## src/rtl/seg_chk_pkg.sv

```systemverilog
package seg_chk_pkg;

    localparam int PL_W    = 2;
    localparam int KIND_W  = 4;
    localparam int FAULT_W = 3;
    localparam int TGT_W   = 3;

    typedef logic [PL_W-1:0] pl_t;

    typedef enum logic [TGT_W-1:0] {
        TGT_CS   = 3'd0,
        TGT_SS   = 3'd1,
        TGT_DS   = 3'd2,
        TGT_ES   = 3'd3,
        TGT_FS   = 3'd4,
        TGT_GS   = 3'd5,
        TGT_LDTR = 3'd6,
        TGT_TR   = 3'd7
    } seg_target_e;

    typedef enum logic [FAULT_W-1:0] {
        FLT_NONE  = 3'd0,
        FLT_LIMIT = 3'd1,
        FLT_NULL  = 3'd2,
        FLT_TYPE  = 3'd3,
        FLT_PRIV  = 3'd4
    } fault_e;

    typedef struct packed {
        logic              code_data;
        logic [KIND_W-1:0] kind;
        pl_t               dpl;
    } desc_attr_t;

    typedef struct packed {
        logic   accept;
        fault_e cause;
    } verdict_t;

    localparam int KIND_CODE_BIT = 3;
    localparam int KIND_CONF_BIT = 2;
    localparam int KIND_RW_BIT   = 1;

    localparam logic [KIND_W-1:0] KIND_LDT    = 4'h2;
    localparam logic [KIND_W-1:0] KIND_TSS_16 = 4'h1;
    localparam logic [KIND_W-1:0] KIND_TSS_32 = 4'h9;

    function automatic logic is_data_reg(seg_target_e t);
        return (t == TGT_DS) || (t == TGT_ES) || (t == TGT_FS) || (t == TGT_GS);
    endfunction

    function automatic logic null_allowed(seg_target_e t);
        return is_data_reg(t) || (t == TGT_LDTR);
    endfunction

    function automatic pl_t pl_max(pl_t a, pl_t b);
        return (a > b) ? a : b;
    endfunction

endpackage

```

## src/rtl/seg_sel_decode.sv

```systemverilog
module seg_sel_decode
    import seg_chk_pkg::*;
#(
    parameter int SEL_W   = 16,
    parameter int LIMIT_W = 16
) (
    input  logic               clk,
    input  logic               rst,
    input  logic               chk_en,
    input  logic [SEL_W-1:0]   selector,
    input  logic [LIMIT_W-1:0] table_limit,
    output pl_t                rpl,
    output logic               is_null,
    output logic               limit_ok
);
    localparam int CMP_W = (SEL_W > LIMIT_W) ? SEL_W : LIMIT_W;

    logic [CMP_W-1:0] last_byte;
    logic [CMP_W-1:0] lim_ext;

    always_comb begin
        rpl       = selector[PL_W-1:0];
        is_null   = (selector[SEL_W-1:2] == '0);
        last_byte = CMP_W'({selector[SEL_W-1:3], 3'b111});
        lim_ext   = CMP_W'(table_limit);
        limit_ok  = (last_byte <= lim_ext);
    end

    // A null selector addresses entry zero and must fit any table of 8 bytes or more
    p_null_fits_r3: assert property (@(posedge clk) disable iff (rst)
        (chk_en && is_null && (lim_ext >= CMP_W'(7))) |-> limit_ok);

endmodule

```

## src/rtl/seg_type_rules.sv

```systemverilog
module seg_type_rules
    import seg_chk_pkg::*;
(
    input  logic        clk,
    input  logic        rst,
    input  logic        chk_en,
    input  seg_target_e target,
    input  desc_attr_t  attr,
    output logic        type_ok
);
    logic is_code;
    logic rw_bit;

    always_comb begin
        is_code = attr.code_data && attr.kind[KIND_CODE_BIT];
        rw_bit  = attr.kind[KIND_RW_BIT];
        unique case (target)
            TGT_CS:   type_ok = is_code;
            TGT_SS:   type_ok = attr.code_data && !attr.kind[KIND_CODE_BIT] && rw_bit;
            TGT_DS, TGT_ES, TGT_FS, TGT_GS:
                      type_ok = attr.code_data && (!attr.kind[KIND_CODE_BIT] || rw_bit);
            TGT_LDTR: type_ok = !attr.code_data && (attr.kind == KIND_LDT);
            TGT_TR:   type_ok = !attr.code_data &&
                                ((attr.kind == KIND_TSS_16) || (attr.kind == KIND_TSS_32));
            default:  type_ok = 1'b0;
        endcase
    end

    // System descriptors never pass for a register that holds code or data
    p_sys_only_tables_r7: assert property (@(posedge clk) disable iff (rst)
        (chk_en && type_ok && !attr.code_data) |-> (target inside {TGT_LDTR, TGT_TR}));

endmodule

```

## src/rtl/seg_priv_rules.sv

```systemverilog
module seg_priv_rules
    import seg_chk_pkg::*;
(
    input  logic        clk,
    input  logic        rst,
    input  logic        chk_en,
    input  seg_target_e target,
    input  pl_t         cpl,
    input  pl_t         rpl,
    input  desc_attr_t  attr,
    output pl_t         epl,
    output logic        priv_ok
);
    logic conforming;

    always_comb begin
        epl        = pl_max(cpl, rpl);
        conforming = attr.kind[KIND_CONF_BIT];
        priv_ok    = 1'b1;
        if (is_data_reg(target)) begin
            priv_ok = (epl <= attr.dpl);
        end else if (target == TGT_SS) begin
            priv_ok = (epl == attr.dpl);
        end else if (target == TGT_CS) begin
            if (conforming)
                priv_ok = (attr.dpl <= cpl);
            else
                priv_ok = (attr.dpl == cpl) && (rpl <= cpl);
        end
    end

    // Effective level is never below either source and equals one of them
    p_epl_is_max_r8: assert property (@(posedge clk) disable iff (rst)
        chk_en |-> ((epl >= cpl) && (epl >= rpl) && ((epl == cpl) || (epl == rpl))));

    // Table registers carry no privilege check
    p_tables_no_priv_r11: assert property (@(posedge clk) disable iff (rst)
        (chk_en && (target inside {TGT_LDTR, TGT_TR})) |-> priv_ok);

endmodule

```

## src/rtl/seg_load_check.sv

```systemverilog
module seg_load_check
    import seg_chk_pkg::*;
#(
    parameter int SEL_W   = 16,
    parameter int LIMIT_W = 16
) (
    input  logic               clk,
    input  logic               rst,
    input  logic               req_valid,
    output logic               req_ready,
    input  logic [2:0]         req_target,
    input  logic [SEL_W-1:0]   req_selector,
    input  logic [1:0]         req_cpl,
    input  logic [LIMIT_W-1:0] req_table_limit,
    input  logic               req_desc_s,
    input  logic [3:0]         req_desc_type,
    input  logic [1:0]         req_desc_dpl,
    output logic               rsp_valid,
    input  logic               rsp_ready,
    output logic               rsp_accept,
    output logic [2:0]         rsp_cause
);
    seg_target_e target;
    desc_attr_t  attr;
    pl_t         rpl;
    pl_t         epl;
    logic        is_null;
    logic        limit_ok;
    logic        type_ok;
    logic        priv_ok;
    logic        take;
    verdict_t    verdict;

    assign target    = seg_target_e'(req_target);
    assign attr      = '{code_data: req_desc_s, kind: req_desc_type, dpl: req_desc_dpl};
    assign req_ready = !rsp_valid || rsp_ready;
    assign take      = req_valid && req_ready;

    seg_sel_decode #(.SEL_W(SEL_W), .LIMIT_W(LIMIT_W)) u_decode (
        .clk         (clk),
        .rst         (rst),
        .chk_en      (req_valid),
        .selector    (req_selector),
        .table_limit (req_table_limit),
        .rpl         (rpl),
        .is_null     (is_null),
        .limit_ok    (limit_ok)
    );

    seg_type_rules u_type (
        .clk     (clk),
        .rst     (rst),
        .chk_en  (req_valid),
        .target  (target),
        .attr    (attr),
        .type_ok (type_ok)
    );

    seg_priv_rules u_priv (
        .clk     (clk),
        .rst     (rst),
        .chk_en  (req_valid),
        .target  (target),
        .cpl     (req_cpl),
        .rpl     (rpl),
        .attr    (attr),
        .epl     (epl),
        .priv_ok (priv_ok)
    );

    // Priority: table limit, null, type, privilege
    always_comb begin
        verdict = '{accept: 1'b1, cause: FLT_NONE};
        if (!limit_ok) begin
            verdict = '{accept: 1'b0, cause: FLT_LIMIT};
        end else if (is_null) begin
            if (!null_allowed(target))
                verdict = '{accept: 1'b0, cause: FLT_NULL};
        end else if (!type_ok) begin
            verdict = '{accept: 1'b0, cause: FLT_TYPE};
        end else if (!priv_ok) begin
            verdict = '{accept: 1'b0, cause: FLT_PRIV};
        end
    end

    always_ff @(posedge clk) begin
        if (rst) begin
            rsp_valid  <= 1'b0;
            rsp_accept <= 1'b0;
            rsp_cause  <= FLT_NONE;
        end else if (take) begin
            rsp_valid  <= 1'b1;
            rsp_accept <= verdict.accept;
            rsp_cause  <= verdict.cause;
        end else if (rsp_ready) begin
            rsp_valid  <= 1'b0;
        end
    end

    p_rsp_after_take_r12: assert property (@(posedge clk) disable iff (rst)
        take |=> rsp_valid);

    p_rsp_held_r12: assert property (@(posedge clk) disable iff (rst)
        (rsp_valid && !rsp_ready) |=> (rsp_valid && $stable(rsp_accept) && $stable(rsp_cause)));

    p_accept_clean_r1: assert property (@(posedge clk) disable iff (rst)
        rsp_valid |-> (rsp_accept == (rsp_cause == FLT_NONE)));

    p_cs_null_rejected_r3: assert property (@(posedge clk) disable iff (rst)
        (take && limit_ok && is_null && (target == TGT_CS)) |=> !rsp_accept);

endmodule

```

## config.mk

```make
export PLATFORM = sky130hd
export DESIGN_NAME = seg_load_check
export DESIGN_NICKNAME = d
export VERILOG_FILES = /design/src/rtl/seg_chk_pkg.sv /design/src/rtl/seg_sel_decode.sv /design/src/rtl/seg_type_rules.sv /design/src/rtl/seg_priv_rules.sv /design/src/rtl/seg_load_check.sv
export SDC_FILE = /design/constraint.sdc
export NUM_CORES = 1
export LEC_CHECK = 0
export ABC_AREA = 1
export BUFFER_PORTS_ARGS = -buffer_cell sky130_fd_sc_hd__buf_2
export CORE_MARGIN = 5
export CORE_UTILIZATION = 40
export CTS_CLUSTER_DIAMETER = 50
export DETAILED_ROUTE_END_ITERATION = 8
export PLACE_DENSITY = 0.73
export SETUP_SLACK_MARGIN = 0.15
export SLEW_MARGIN = 20
export SYNTH_ARGS = -nofsm -noshare
export SYNTH_HDL_FRONTEND = slang
export SYNTH_SLANG_ARGS = --single-unit
```

## constraint.sdc

```tcl
create_clock -name clk -period 5 [get_ports clk]
set_input_delay 1 -clock clk [delete_from_list [all_inputs] [get_ports clk]]
set_output_delay 1 -clock clk [all_outputs]
set_load 0.05 [all_outputs]
```

Word-level counts from Yosys, hierarchy flattened:

Cells that the tools add are included.

* bits of input ports: 48
* output and inout port bits: 6
* flip-flop bits (word level): 5
* logic and storage cells: 55

* reductions and logical operators: 22
* muxes and demuxes: 13
* equality and inequality tests: 12
* order comparisons: 5

Operators with widths (number)
* 4-bit 2-to-1 mux: 5
* 16-bit less-or-equal comparator: 1
* 14-bit logical NOT: 1
* 3-bit equality test (second input constant): 4
* 1-bit logical AND: 8
* 1-bit logical OR: 7
* 3-bit by 2-bit equality test with 1-bit output (second input constant): 2
* 2-bit less-or-equal comparator: 3
* 1-bit 2-to-1 mux: 6
* 1-bit one-hot mux with 5 select lines: 1
* 2-bit equality test: 2
* 4-bit by 1-bit equality test with 1-bit output (second input constant): 1
* 4-bit by 2-bit equality test with 1-bit output (second input constant): 1
* 4-bit equality test (second input constant): 1
* 4-bit OR reduction: 1
* 3-bit by 1-bit equality test with 1-bit output (second input constant): 1
* 1-bit logical NOT: 3
* 3-bit logical NOT: 1
* 2-bit > comparator: 1
* 2-bit 2-to-1 mux: 1
* 2-bit nonzero test: 1

Logic depth before layout (Yosys ltp):

Gate-level depths: netlist of the first run.

* depth in word-level cells: 10
* depth in mapped cells: 16
* gate-level depth less buffers: 16

Cells and area by module:

From an unflattened synthesis of the first run, not the netlist that was laid out.

* cells, all modules: 179
* area, all modules: 1042.2 µm²

Modules (own cells, without submodules)
* seg_sel_decode: cells an instance 74, sequential area each 0.0 µm², times used 1, area an instance 425.4 µm²
* seg_load_check: cells an instance 36, sequential area each 100.1 µm², times used 1, area an instance 254.0 µm²
* seg_priv_rules: cells an instance 42, sequential area each 0.0 µm², times used 1, area an instance 242.7 µm²
* seg_type_rules: cells an instance 27, sequential area each 0.0 µm², times used 1, area an instance 120.1 µm²

Worst setup path before layout of the first run:

Ideal clock, no wire load.

* kind: input port to flip-flop
* from: input port req_cpl[1]
* to: register rsp_accept
* required time: 4.934 ns
* library setup time: 0.066 ns
* path buffers: 0
* stages on the path: 15
* slack: 2.457 ns
* arrival: 2.477 ns
* cells stage by stage: inv_1 ha_1 o21bai_1 o21ai_0 ha_1 nand2_1 nand2_1 nand3_1 inv_1 nand2_2 nand2_2 nand2_2 nor2_2 nand2_1 a21oi_2

* word-level cells in the longest chain between the ends: 10
* elaborated cells on any way between the ends: 16
* classes of those cells: 4 x order compare; 2 x eq/ne; 9 x mux; 1 x reduce/logical

RTL lines
* start: declaration: line seg_load_check.sv:13 `input logic [1:0] req_cpl,`
* 2-bit less-or-equal comparator / 2-bit equality test (equally long branches): line seg_priv_rules.sv:28 `priv_ok = (attr.dpl == cpl) && (rpl <= cpl);`
* 1-bit logical AND: line seg_priv_rules.sv:28
* 1-bit 2-to-1 mux: line seg_priv_rules.sv:25 `if (conforming)`
* 1-bit 2-to-1 mux: line seg_priv_rules.sv:24 `end else if (target == TGT_CS) begin`
* 1-bit 2-to-1 mux: line seg_priv_rules.sv:22 `end else if (target == TGT_SS) begin`
* 1-bit 2-to-1 mux (*): line seg_priv_rules.sv:20 `if (is_data_reg(target)) begin`
* 4-bit 2-to-1 mux (*): line seg_load_check.sv:81 `end else if (!priv_ok) begin`
* 4-bit 2-to-1 mux (*): line seg_load_check.sv:79 `end else if (!type_ok) begin`
* 4-bit 2-to-1 mux (*): line seg_load_check.sv:76 `end else if (is_null) begin`
* 4-bit 2-to-1 mux (*): line seg_load_check.sv:74 `if (!limit_ok) begin`
* end signal: assignment: line seg_load_check.sv:93 `rsp_accept <= verdict.accept;`
* end: declaration: line seg_load_check.sv:20 `output logic rsp_accept,`

Mark *: on every way between the ends. The rest lies on a longest branch, timed or not.
A chain may end at the register's enable or synchronous reset.

Final worst setup path of the first run:

Ends and elaborated chain as after synthesis.

==> results of run 1 <==
[power by group]
group	switching (W)	total (W)	leakage, nW	internal (W)
combinational	0.0000564	0.0000971	0.763	0.0000407
sequential	0.00000105	0.0000435	0.0411	0.0000424
clock	0.0000157	0.0000458	0.0150	0.0000301
[layer usage]
layer / part of all wire / wire (µm)
met5: 0 / 0
met4: 0 / 0
met3: 0.086 / 188
met2: 0.50 / 1100
met1: 0.41 / 902
[metrics by stage]
step                       util  total power (W)  hold slack, ps
final                     0.546         0.000186             456
after global routing      0.546         0.000208             484
after CTS                 0.546         0.000190             459
after detailed placement  0.535         0.000143             452
after global placement    0.535         0.000142             454
after floorplan               -         0.000108             682
[flip-flops by register name, summed over array words and instances, names as in the netlist]
name	count
rsp_accept	1
rsp_cause	3
rsp_valid	1
[final timing paths]
kind	start	end	cells past startpoint
max	req_cpl[1]	rsp_accept	16
min	rsp_cause[1]	rsp_cause[1]	2
min reg2reg	rsp_cause[1]	rsp_cause[1]	2
max reg2reg	rsp_valid	rsp_accept	7
[placed cells by master (no fill, tap or decap)]
| cell | n |
|---|---|
| inv_2 | 1 |
| nor2_4 | 1 |
| nor3_1 | 3 |
| nand2_1 | 46 |
| nand3_1 | 12 |
| nand4_1 | 3 |
| inv_1 | 34 |
| buf_2 | 53 |
| clkbuf_1 | 1 |
| o21ai_0 | 4 |
| or2_1 | 1 |
| clkbuf_4 | 3 |
| nor2_1 | 16 |
| o211ai_1 | 1 |
| ha_1 | 20 |
| nor3_2 | 1 |
| nor2_2 | 2 |
| dfxtp_1 | 5 |
| nand3_2 | 1 |
| o21bai_1 | 2 |
| nand2_2 | 5 |
| nand4_2 | 1 |
| a21oi_2 | 1 |
| a21oi_1 | 9 |
[tightest hold or removal path, stage by stage (launching register included)]
cell     delay (ps)
dfxtp_1         300
nand2_1          60
a21oi_1          50
[cell families after synthesis]
kind of cell    share of synthesized area
simple gates                        0.421
buf+inv                             0.132
fa+ha+maj                           0.251
compound gates                     0.0965
flops                               0.100
[layout make-up]
type | count | area [µm²] | share of cell area
Multi-Input combinational cell | 129 | 767 | 0.578
Timing Repair Buffer | 53 | 265 | 0.200
Inverter | 35 | 131 | 0.0990
Sequential cell | 5 | 100 | 0.0754
Tap cell | 30 | 37.5 | 0.0283
Clock buffer | 4 | 26.3 | 0.0198
==> flow_metrics.env, run 1 <==
export IMPL_status="complete, no violations"
export IMPL_power_density_nw_per_um2=140
export IMPL_design_area_um2=1330
export IMPL_fin_nets=295
export IMPL_p_leak_nw=0.819
export IMPL_synth_edf_count=0
export IMPL_yosysTopAreaCellShare=0.251
export IMPL_grt_pass1_wl_mm=3.81
export IMPL_maxSlewViolCount=0
export IMPL_synth_area_um2=998
export IMPL_end_kind="register"
export IMPL_ys_warn_count=0
export IMPL_die_y_um=60.0
export IMPL_rsz0062_at_grt="false"
export IMPL_core_area_um2=2430
export IMPL_synthArstFlopShare=0
export IMPL_postSynthAreaPerCell_um2=5.91
export IMPL_setup_tns_ps=0
export IMPL_cp_cell_sequence="buf_2 > inv_1 > ha_1 > o21bai_1 > o21ai_0 > ha_1 > nand2_1 > o21ai_0 > nand2_1 > nand2_1 > inv_1 > nand2_2 > nand2_2 > nor2_2 > nand2_1 > a21oi_2"
export IMPL_die_width_um=60.0
export IMPL_num_vias=1167
export IMPL_final_cell_count_no_fill=256
export IMPL_dp_slack_ps=2240
export IMPL_cts_hold_buf=0
export IMPL_drtIter0Drc=65
export IMPL_initial_core_util=0.410
export IMPL_drv_cap=0
export IMPL_drtPass1Iterations=4
export IMPL_max_freq_ghz=0.399
export IMPL_worst_path_max_fanout=3
export IMPL_grt_ovfl_total=0
export IMPL_r2r_slack_ps=3910
export IMPL_clockRootBuffer="clkbuf_4"
export IMPL_clkTransAtPathRegs_ps=40
export IMPL_dieArea_um2=3600
export IMPL_crit_top_cell="nand2_1"
export IMPL_place_inst=252
export IMPL_grt_busiest_layer="met2"
export IMPL_ios=54
export IMPL_critPathArrivalTime_ps=2680
export IMPL_antenna_found_initial=0
export IMPL_syn2layout_area_growth_pct=33.0
export IMPL_synth_top_flop_cell="dfxtp_1"
export IMPL_slowest_stage="ha_1"
export IMPL_met1_usage=0.162
export IMPL_synth_nets=237
export IMPL_fin_crit_ps=2510
export IMPL_cts_setup_buffers=0
export IMPL_synthCells=169
export IMPL_wl_per_cell_um=8.55
export IMPL_critical_path_class="in -> reg"
export IMPL_drt_wl_total_mm=2.19
export IMPL_finalHoldViolations=0
export IMPL_postRouteAntennaNets=0
export IMPL_setup_viol=0
export IMPL_drive_above_1_share=0.305
export IMPL_fillCellCount=279
export IMPL_synthTopCellsByArea="ha_1 25%, nand2_1 17%, inv_1 13%"
export IMPL_synth_top_cell_by_area="ha_1"
export IMPL_remaining_drc_errors=0
export IMPL_grt_pass1_vias=1043
export IMPL_synth_cell_types=21
export IMPL_cp_required_ps=5170
export IMPL_track_usage=0.131
export IMPL_cts_resized=0
export IMPL_use_met3=0.0238
export IMPL_cts_tree="built"
export IMPL_clock_sinks=5
export IMPL_dpl_cell_area_um2=1300
export IMPL_yosysMostFrequentCell="nand2_1"
export IMPL_ys_seq_area_frac=0.100
export IMPL_antenna_cells=0
export IMPL_place_congestion=0.820
export IMPL_cts_inserted_buffers=3
export IMPL_io_buffers=53
export IMPL_skew_ps=3.34
export IMPL_synth_seq_cells=5
export IMPL_hpwl_mm=2.06
export IMPL_hold_path_class="reg -> reg"
export IMPL_via_per_inst=4.56
export IMPL_relSlewSlack=0.833
export IMPL_met2_usage=0.228
export IMPL_slowest_delay_ps=270
export IMPL_cts_buffer_depth=2
export IMPL_cp_num_buf_inv=3
export IMPL_vdd_drop_max_uv=131
export IMPL_cts_max_level=1
export IMPL_fin_crit_sh=0.501
export IMPL_worstSetupStartpointType="input pin"
export IMPL_cpLargestDelayFamily="adder cells"
export IMPL_tightest_slew_ps=252
export IMPL_rows=18
export IMPL_synth_common_cells="46 x nand2_1, 34 x inv_1, 20 x ha_1"
export IMPL_clock_latency_ps=240
export IMPL_worst_slack_ps=2490
export IMPL_grt_max_degree=8
(Power assumes the default switching activity.)
==> run 2, diff against run 1 <==
--- a/config.mk
+++ b/config.mk
@@ -5,13 +5,13 @@
 export SDC_FILE = /design/constraint.sdc
 export NUM_CORES = 1
 export LEC_CHECK = 0
-export ABC_AREA = 1
+export ABC_AREA = 0
 export BUFFER_PORTS_ARGS = -buffer_cell sky130_fd_sc_hd__buf_2
 export CORE_MARGIN = 5
-export CORE_UTILIZATION = 40
+export CORE_UTILIZATION = 39
 export CTS_CLUSTER_DIAMETER = 50
 export DETAILED_ROUTE_END_ITERATION = 8
-export PLACE_DENSITY = 0.73
+export PLACE_DENSITY = 0.76
 export SETUP_SLACK_MARGIN = 0.15
 export SLEW_MARGIN = 20
 export SYNTH_ARGS = -nofsm -noshare
==> constraint.sdc (replaced) <==
create_clock -name clk -period 2.3 [get_ports clk]
set_input_delay 0.46 -clock clk [delete_from_list [all_inputs] [get_ports clk]]
set_output_delay 0.46 -clock clk [all_outputs]
set_load 0.05 [all_outputs]
==> run 2 against run 1 <==
  * Clock skew increased by 2.2 ps
  * Synthesized area decreased by 11%
  * Cell area decreased by 7.9%
  * First-iteration DRC count decreased by 63%
  * Clock power increased by 140%
  * Via count decreased by 8.7%
  * Synthesized cell count decreased by 29%
  * Cell count decreased by 20%
  * Power increased by 120%
  * Flip-flop and latch count unchanged
  * Global-route usage increased by 1.8 points
  * Combinational power increased by 120%
==> flow_metrics.env, run 2 <==
export IMPL_fin_crit_ps=1960
export IMPL_cts_buffer_depth=2
export IMPL_clockRootBuffer="clkbuf_4"
export IMPL_slowest_stage="ha_1"
export IMPL_grt_max_degree=8
export IMPL_regArea_um2=100
export IMPL_antenna_found_initial=0
export IMPL_hold_depth=2
export IMPL_r2r_slack_ps=740
export IMPL_synth_area_um2=891
export IMPL_track_usage=0.149
export IMPL_multi_input_area_um2=706
export IMPL_finalHoldViolations=0
export IMPL_maxSlewViolCount=0
export IMPL_drv_cap=0
export IMPL_reg_top3="rsp_cause x3, rsp_accept x1, rsp_valid x1"
export IMPL_wl_per_cell_um=11.9
export IMPL_reg2reg_depth=5
export IMPL_largest_register="rsp_cause"
export IMPL_cts_max_level=1
export IMPL_worst_path_max_fanout=3
export IMPL_cts_setup_buffers=0
export IMPL_cts_tree="built"
export IMPL_cp_required_ps=2450
export IMPL_via_per_inst=5.20
export IMPL_skew_ps=5.55
export IMPL_fin_crit_sh=0.850
export IMPL_reg2reg_from="rsp_valid"
export IMPL_synthCells=120
export IMPL_max_freq_ghz=0.511
export IMPL_core_area_um2=2190
export IMPL_end_kind="register"
export IMPL_postSynthAreaPerCell_um2=7.42
export IMPL_synth_top_flop_cell="dfxtp_1"
export IMPL_worstSetupStartpointType="input pin"
export IMPL_vdd_drop_max_uv=182
export IMPL_remaining_drc_errors=0
export IMPL_synth_top_cell_by_area="ha_1"
export IMPL_yosysTopAreaCellShare=0.281
export IMPL_power_density_nw_per_um2=342
export IMPL_timing_rr_end="rsp_accept"
export IMPL_synthTopCellsByArea="ha_1 28%, dfxtp_1 11%, inv_1 10%"
export IMPL_critical_path_class="in -> reg"
export IMPL_drive_above_1_share=0.345
export IMPL_ys_warn_count=0
export IMPL_place_inst=201
export IMPL_hold_path_class="in -> reg"
export IMPL_cp_cell_sequence="buf_2 > inv_1 > ha_1 > nor2_1 > nor2_1 > mux2i_1 > ha_1 > nand3_1 > o211a_1 > o21a_1 > o41ai_2"
export IMPL_final_cell_count_no_fill=205
export IMPL_final_util=0.558
export IMPL_initial_core_util=0.407
export IMPL_syn2layout_area_growth_pct=37.2
export IMPL_antenna_cells=0
export IMPL_clock_sinks=5
export IMPL_postRouteAntennaNets=0
export IMPL_synthArstFlopShare=0
export IMPL_drtIter0Drc=24
export IMPL_clkTransAtPathRegs_ps=50
export IMPL_synth_common_cells="24 x inv_1, 20 x ha_1, 11 x nor2_1"
export IMPL_ios=54
export IMPL_drtPass1Iterations=4
export IMPL_die_width_um=57.8
export IMPL_startpoint="req_cpl[1]"
export IMPL_cts_inserted_buffers=3
export IMPL_synth_seq_cells=5
export IMPL_hpwl_mm=2.18
export IMPL_fin_nets=246
export IMPL_setup_tns_ps=0
export IMPL_ys_seq_area_frac=0.112
export IMPL_timing_hold_ws_ps=468
export IMPL_critPathArrivalTime_ps=2110
export IMPL_rsz0062_at_grt="false"
export IMPL_relSlewSlack=0.757
export IMPL_synth_nets=188
export IMPL_worstSetupEndpoint="rsp_accept"
export IMPL_drt_wl_total_mm=2.43
export IMPL_slowest_delay_ps=300
export IMPL_p_total_w=0.000418
export IMPL_dieArea_um2=3340
export IMPL_synth_edf_count=0
export IMPL_place_congestion=0.836
export IMPL_grt_ovfl_total=0
export IMPL_rows=17
export IMPL_tightest_slew_ps=360
export IMPL_final_common_cell="buf_2"
export IMPL_cts_hold_buf=0
export IMPL_setup_viol=0
export IMPL_final_cell_mix="53 x buf_2, 24 x inv_1, 20 x ha_1"
export IMPL_grt_pass1_wl_mm=4.13
export IMPL_p_leak_nw=0.695
export IMPL_io_buffers=53
export IMPL_die_y_um=57.8
export IMPL_fillCellCount=229
export IMPL_grt_pass1_vias=1049
export IMPL_largest_reg_flops=3
export IMPL_status="complete, no violations"
export IMPL_clock_latency_ps=250
export IMPL_synth_cell_types=35
export IMPL_yosysMostFrequentCell="inv_1"
export IMPL_num_vias=1066
[run 2: changes by cell type in the layout (fill, tap and decap cells not counted), moves of 3 or more]
cell,before,now
nand2_1,46,5
nand3_1,12,1
inv_1,34,24
nand2_2,5,0
nor2_1,16,11
nor4_1,0,4
o21a_1,0,4
nand3b_1,0,3
nor3_1,3,0
[run 2: cell type report]
cell class	count	area share
multi-input cells	91	0.577
clock buffers	4	0.0215
well taps	28	0.0287
repair buffers	53	0.217
flip-flops and latches	5	0.0819
inverters	24	0.0737
[run 2: cell families after synthesis]
kind of cell,Yosys count,synth area share
and+or+nand+nor,37,0.226
AOI/OAI and AO/OA,32,0.258
buffers and inverters,24,0.101
adders and majority gates,20,0.281
DFF,5,0.112
xor gates and xnor gates,1,0.00983
muxes,1,0.0112
[run 2: where the power goes]
part / total, W / internal (W) / switching (W)
sequential: 0.0000968 / 0.0000932 / 0.00000360
clock: 0.000108 / 0.0000660 / 0.0000419
combinational: 0.000214 / 0.0000950 / 0.000119
total: 0.000418 / 0.000254 / 0.000164
[run 2: worst min path at each step]
stage	startpoint	to	slack, ps
2_1_floorplan	rst	rsp_cause[1]	530
3_3_place_gp	rsp_cause[1]	rsp_cause[1]	450
3_5_place_dp	rsp_cause[1]	rsp_cause[1]	470
4_1_cts	rst	rsp_valid	460
5_1_grt	rst	rsp_cause[1]	480
6_report	rst	rsp_valid	470
[run 2: routing by layer]
layer / up-vias / global-route usage / wire (µm)
met5: - / 0 / 0
met4: 0 / 0.0464 / 15
met3: 2 / 0.0200 / 226
met2: 42 / 0.289 / 1230
met1: 470 / 0.163 / 957
li1: 552 / - / -
[run 2: worst max-delay path: cells and delay by family]
| family | cells | cell delay, ps |
|---|---|---|
| compound gates | 3 | 510 |
| simple gates | 3 | 270 |
| mux | 1 | 120 |
| fa+ha+maj | 2 | 550 |
| buf+inv | 2 | 180 |
[run 2: per-stage QoR]
stage	instance area, µm²	setup WS, ps
floorplan	891	242
global placement	1190	148
detailed placement	1190	88.0
CTS	1220	338
global route	1220	169
finish	1220	344
[run 2: what timing repair did]
| action | CTS | global route |
|---|---|---|
| endpoints found under the setup margin | 0 | 1 |
| resized for setup | 0 | 1 |
| endpoints found under the hold margin | 0 | 0 |
==> run 3, diff against run 2 <==
--- a/config.mk
+++ b/config.mk
@@ -6,7 +6,7 @@
 export NUM_CORES = 1
 export LEC_CHECK = 0
 export ABC_AREA = 0
-export BUFFER_PORTS_ARGS = -buffer_cell sky130_fd_sc_hd__buf_2
+export BUFFER_PORTS_ARGS = -buffer_cell sky130_fd_sc_hd__clkbuf_2
 export CORE_MARGIN = 5
 export CORE_UTILIZATION = 39
 export CTS_CLUSTER_DIAMETER = 50
==> constraint.sdc (replaced) <==
create_clock -name clk -period 1.7 [get_ports clk]
set_input_delay 0.34 -clock clk [delete_from_list [all_inputs] [get_ports clk]]
set_output_delay 0.34 -clock clk [all_outputs]
set_load 0.05 [all_outputs]
==> run 3 against run 2 <==
  * The flow now finishes with violations (negative setup slack)
  * First-iteration DRC count is 67% lower
  * Non-clock buffer count is 15 higher
  * Clock skew is 1.8 ps lower
  * Via count is 7.1% higher
  * Global-route usage is 2.3 points higher
  * Largest power group unchanged
  * Highest routed layer unchanged
==> flow_metrics.env, run 3 (synthesis results as in run 2) <==
export IMPL_status="complete, but fails checks"
export IMPL_failed_checks="negative setup slack"
export IMPL_track_usage=0.172
export IMPL_postRouteAntennaNets=0
export IMPL_fin_nets=261
export IMPL_antenna_cells=0
export IMPL_worst_path_max_fanout=3
export IMPL_clkTransAtPathRegs_ps=40
export IMPL_drt_wl_total_mm=3.01
export IMPL_largest_register="rsp_cause"
export IMPL_critPathArrivalTime_ps=1930
export IMPL_topRoutingLayerUsed="met4"
export IMPL_tightest_slew_ps=328
export IMPL_wl_met2_mm=1.71
export IMPL_grt_max_degree=8
export IMPL_drtIter0Drc=8
export IMPL_max_freq_ghz=0.558
export IMPL_die_width_um=57.8
export IMPL_clockRootBuffer="clkbuf_4"
export IMPL_syn2layout_area_growth_pct=75.4
export IMPL_antenna_found_initial=0
export IMPL_vdd_drop_max_uv=505
export IMPL_wl_met3_um=151
export IMPL_critical_path_class="in -> reg"
export IMPL_remaining_drc_errors=0
export IMPL_reg2reg_depth=5
export IMPL_met1Wirelength_mm=1.13
export IMPL_hold_depth=2
export IMPL_cts_max_level=1
export IMPL_clock_latency_ps=240
export IMPL_final_common_cell="clkbuf_2"
export IMPL_rows=17
export IMPL_clock_sinks=5
export IMPL_drtPass1Iterations=3
export IMPL_io_buffers=53
export IMPL_relSlewSlack=0.780
export IMPL_cts_hold_buf=0
export IMPL_final_cell_mix="48 x clkbuf_2, 17 x inv_1, 15 x buf_4"
export IMPL_worstSetupStartpointType="input pin"
export IMPL_setup_viol=2
export IMPL_core_area_um2=2190
export IMPL_cts_tree="built"
export IMPL_via_per_inst=5.19
export IMPL_grt_pass1_vias=1268
export IMPL_grt_ovfl_total=0
export IMPL_initial_core_util=0.407
export IMPL_worst_slack_ps=-90.8
export IMPL_final_util=0.713
export IMPL_rsz0062_at_grt="true"
export IMPL_num_vias=1142
export IMPL_skew_ps=3.79
export IMPL_ios=54
export IMPL_maxSlewViolCount=0
export IMPL_grt_pass1_wl_mm=4.77
export IMPL_wl_per_cell_um=13.7
export IMPL_fin_crit_sh=1.05
export IMPL_drv_cap=0
export IMPL_fin_crit_ps=1790
export IMPL_die_y_um=57.8
export IMPL_cts_inserted_buffers=3
export IMPL_end_kind="register"
export IMPL_hpwl_mm=2.47
export IMPL_p_total_w=0.000674
export IMPL_cts_buffer_depth=2
export IMPL_timing_hold_ws_ps=355
export IMPL_reg_top3="rsp_cause x3, rsp_accept x1, rsp_valid x1"
export IMPL_setup_tns_ps=-168
export IMPL_finalHoldViolations=0
export IMPL_drive_above_1_share=0.552
export IMPL_hold_path_class="in -> reg"
export IMPL_power_density_nw_per_um2=432
export IMPL_p_leak_nw=0.823
export IMPL_cp_required_ps=1840
export IMPL_place_congestion=0.829
export IMPL_dieArea_um2=3340
export IMPL_largest_reg_flops=3
==> run 3: worst max-delay path, cell delays in order <==
cell and delay (ps):
clkbuf_16 120, inv_12 30, ha_4 270, nor2_4 40, nor2_2 120, mux2i_1 200
ha_1 170, inv_1 50, a21oi_2 160, a211oi_2 60, o21a_1 180, o41ai_2 190
==> run 3: path summary, 6_finish.rpt <==
check | startpoint | endpoint | slack [ps]
max reg2reg | rsp_valid | rsp_accept | 210
min reg2reg | rsp_cause[1] | rsp_cause[1] | 480
min | rst | rsp_cause[1] | 350
max | req_cpl[1] | rsp_accept | -90
==> run 3: final cells by class <==
| cell class | instances | area [µm²] |
|---|---|---|
| Clock buffer | 4 | 26.3 |
| Timing Repair Buffer | 68 | 419 |
| Fill cell | 171 | 628 |
| Inverter | 24 | 105 |
| Multi-Input combinational cell | 91 | 876 |
| Tap cell | 28 | 35.0 |
| Sequential cell | 5 | 101 |
==> run 3: through the flow <==
stage               std cells  cell area (µm²)  worst slack [ps]
floorplan                 120              972             -85.0
global placement          214             1370              -312
detailed placement        214             1370              -409
CTS                       219             1440             -85.3
global route              220             1560              -224
finish                    220             1560             -90.8
==> run 3: power breakdown <==
group	internal (W)	switching, W	total, W
Clock	0.0000886	0.0000458	0.000134
Sequential	0.000127	0.00000587	0.000133
Combinational	0.000199	0.000208	0.000407
==> run 3: what timing repair did <==
| item | CTS | global route |
|---|---|---|
| pin swaps | 4 | 10 |
| resized for setup | 8 | 27 |
| endpoints found under the setup margin | 2 | 4 |
| buffers inserted | 1 | 1 |
==> run 3: routing by layer <==
layer	global-route usage	vias up
li1	-	584
met2	0.358	28
met4	0.0298	0
met5	0	-
met3	0.0334	4
met1	0.172	526
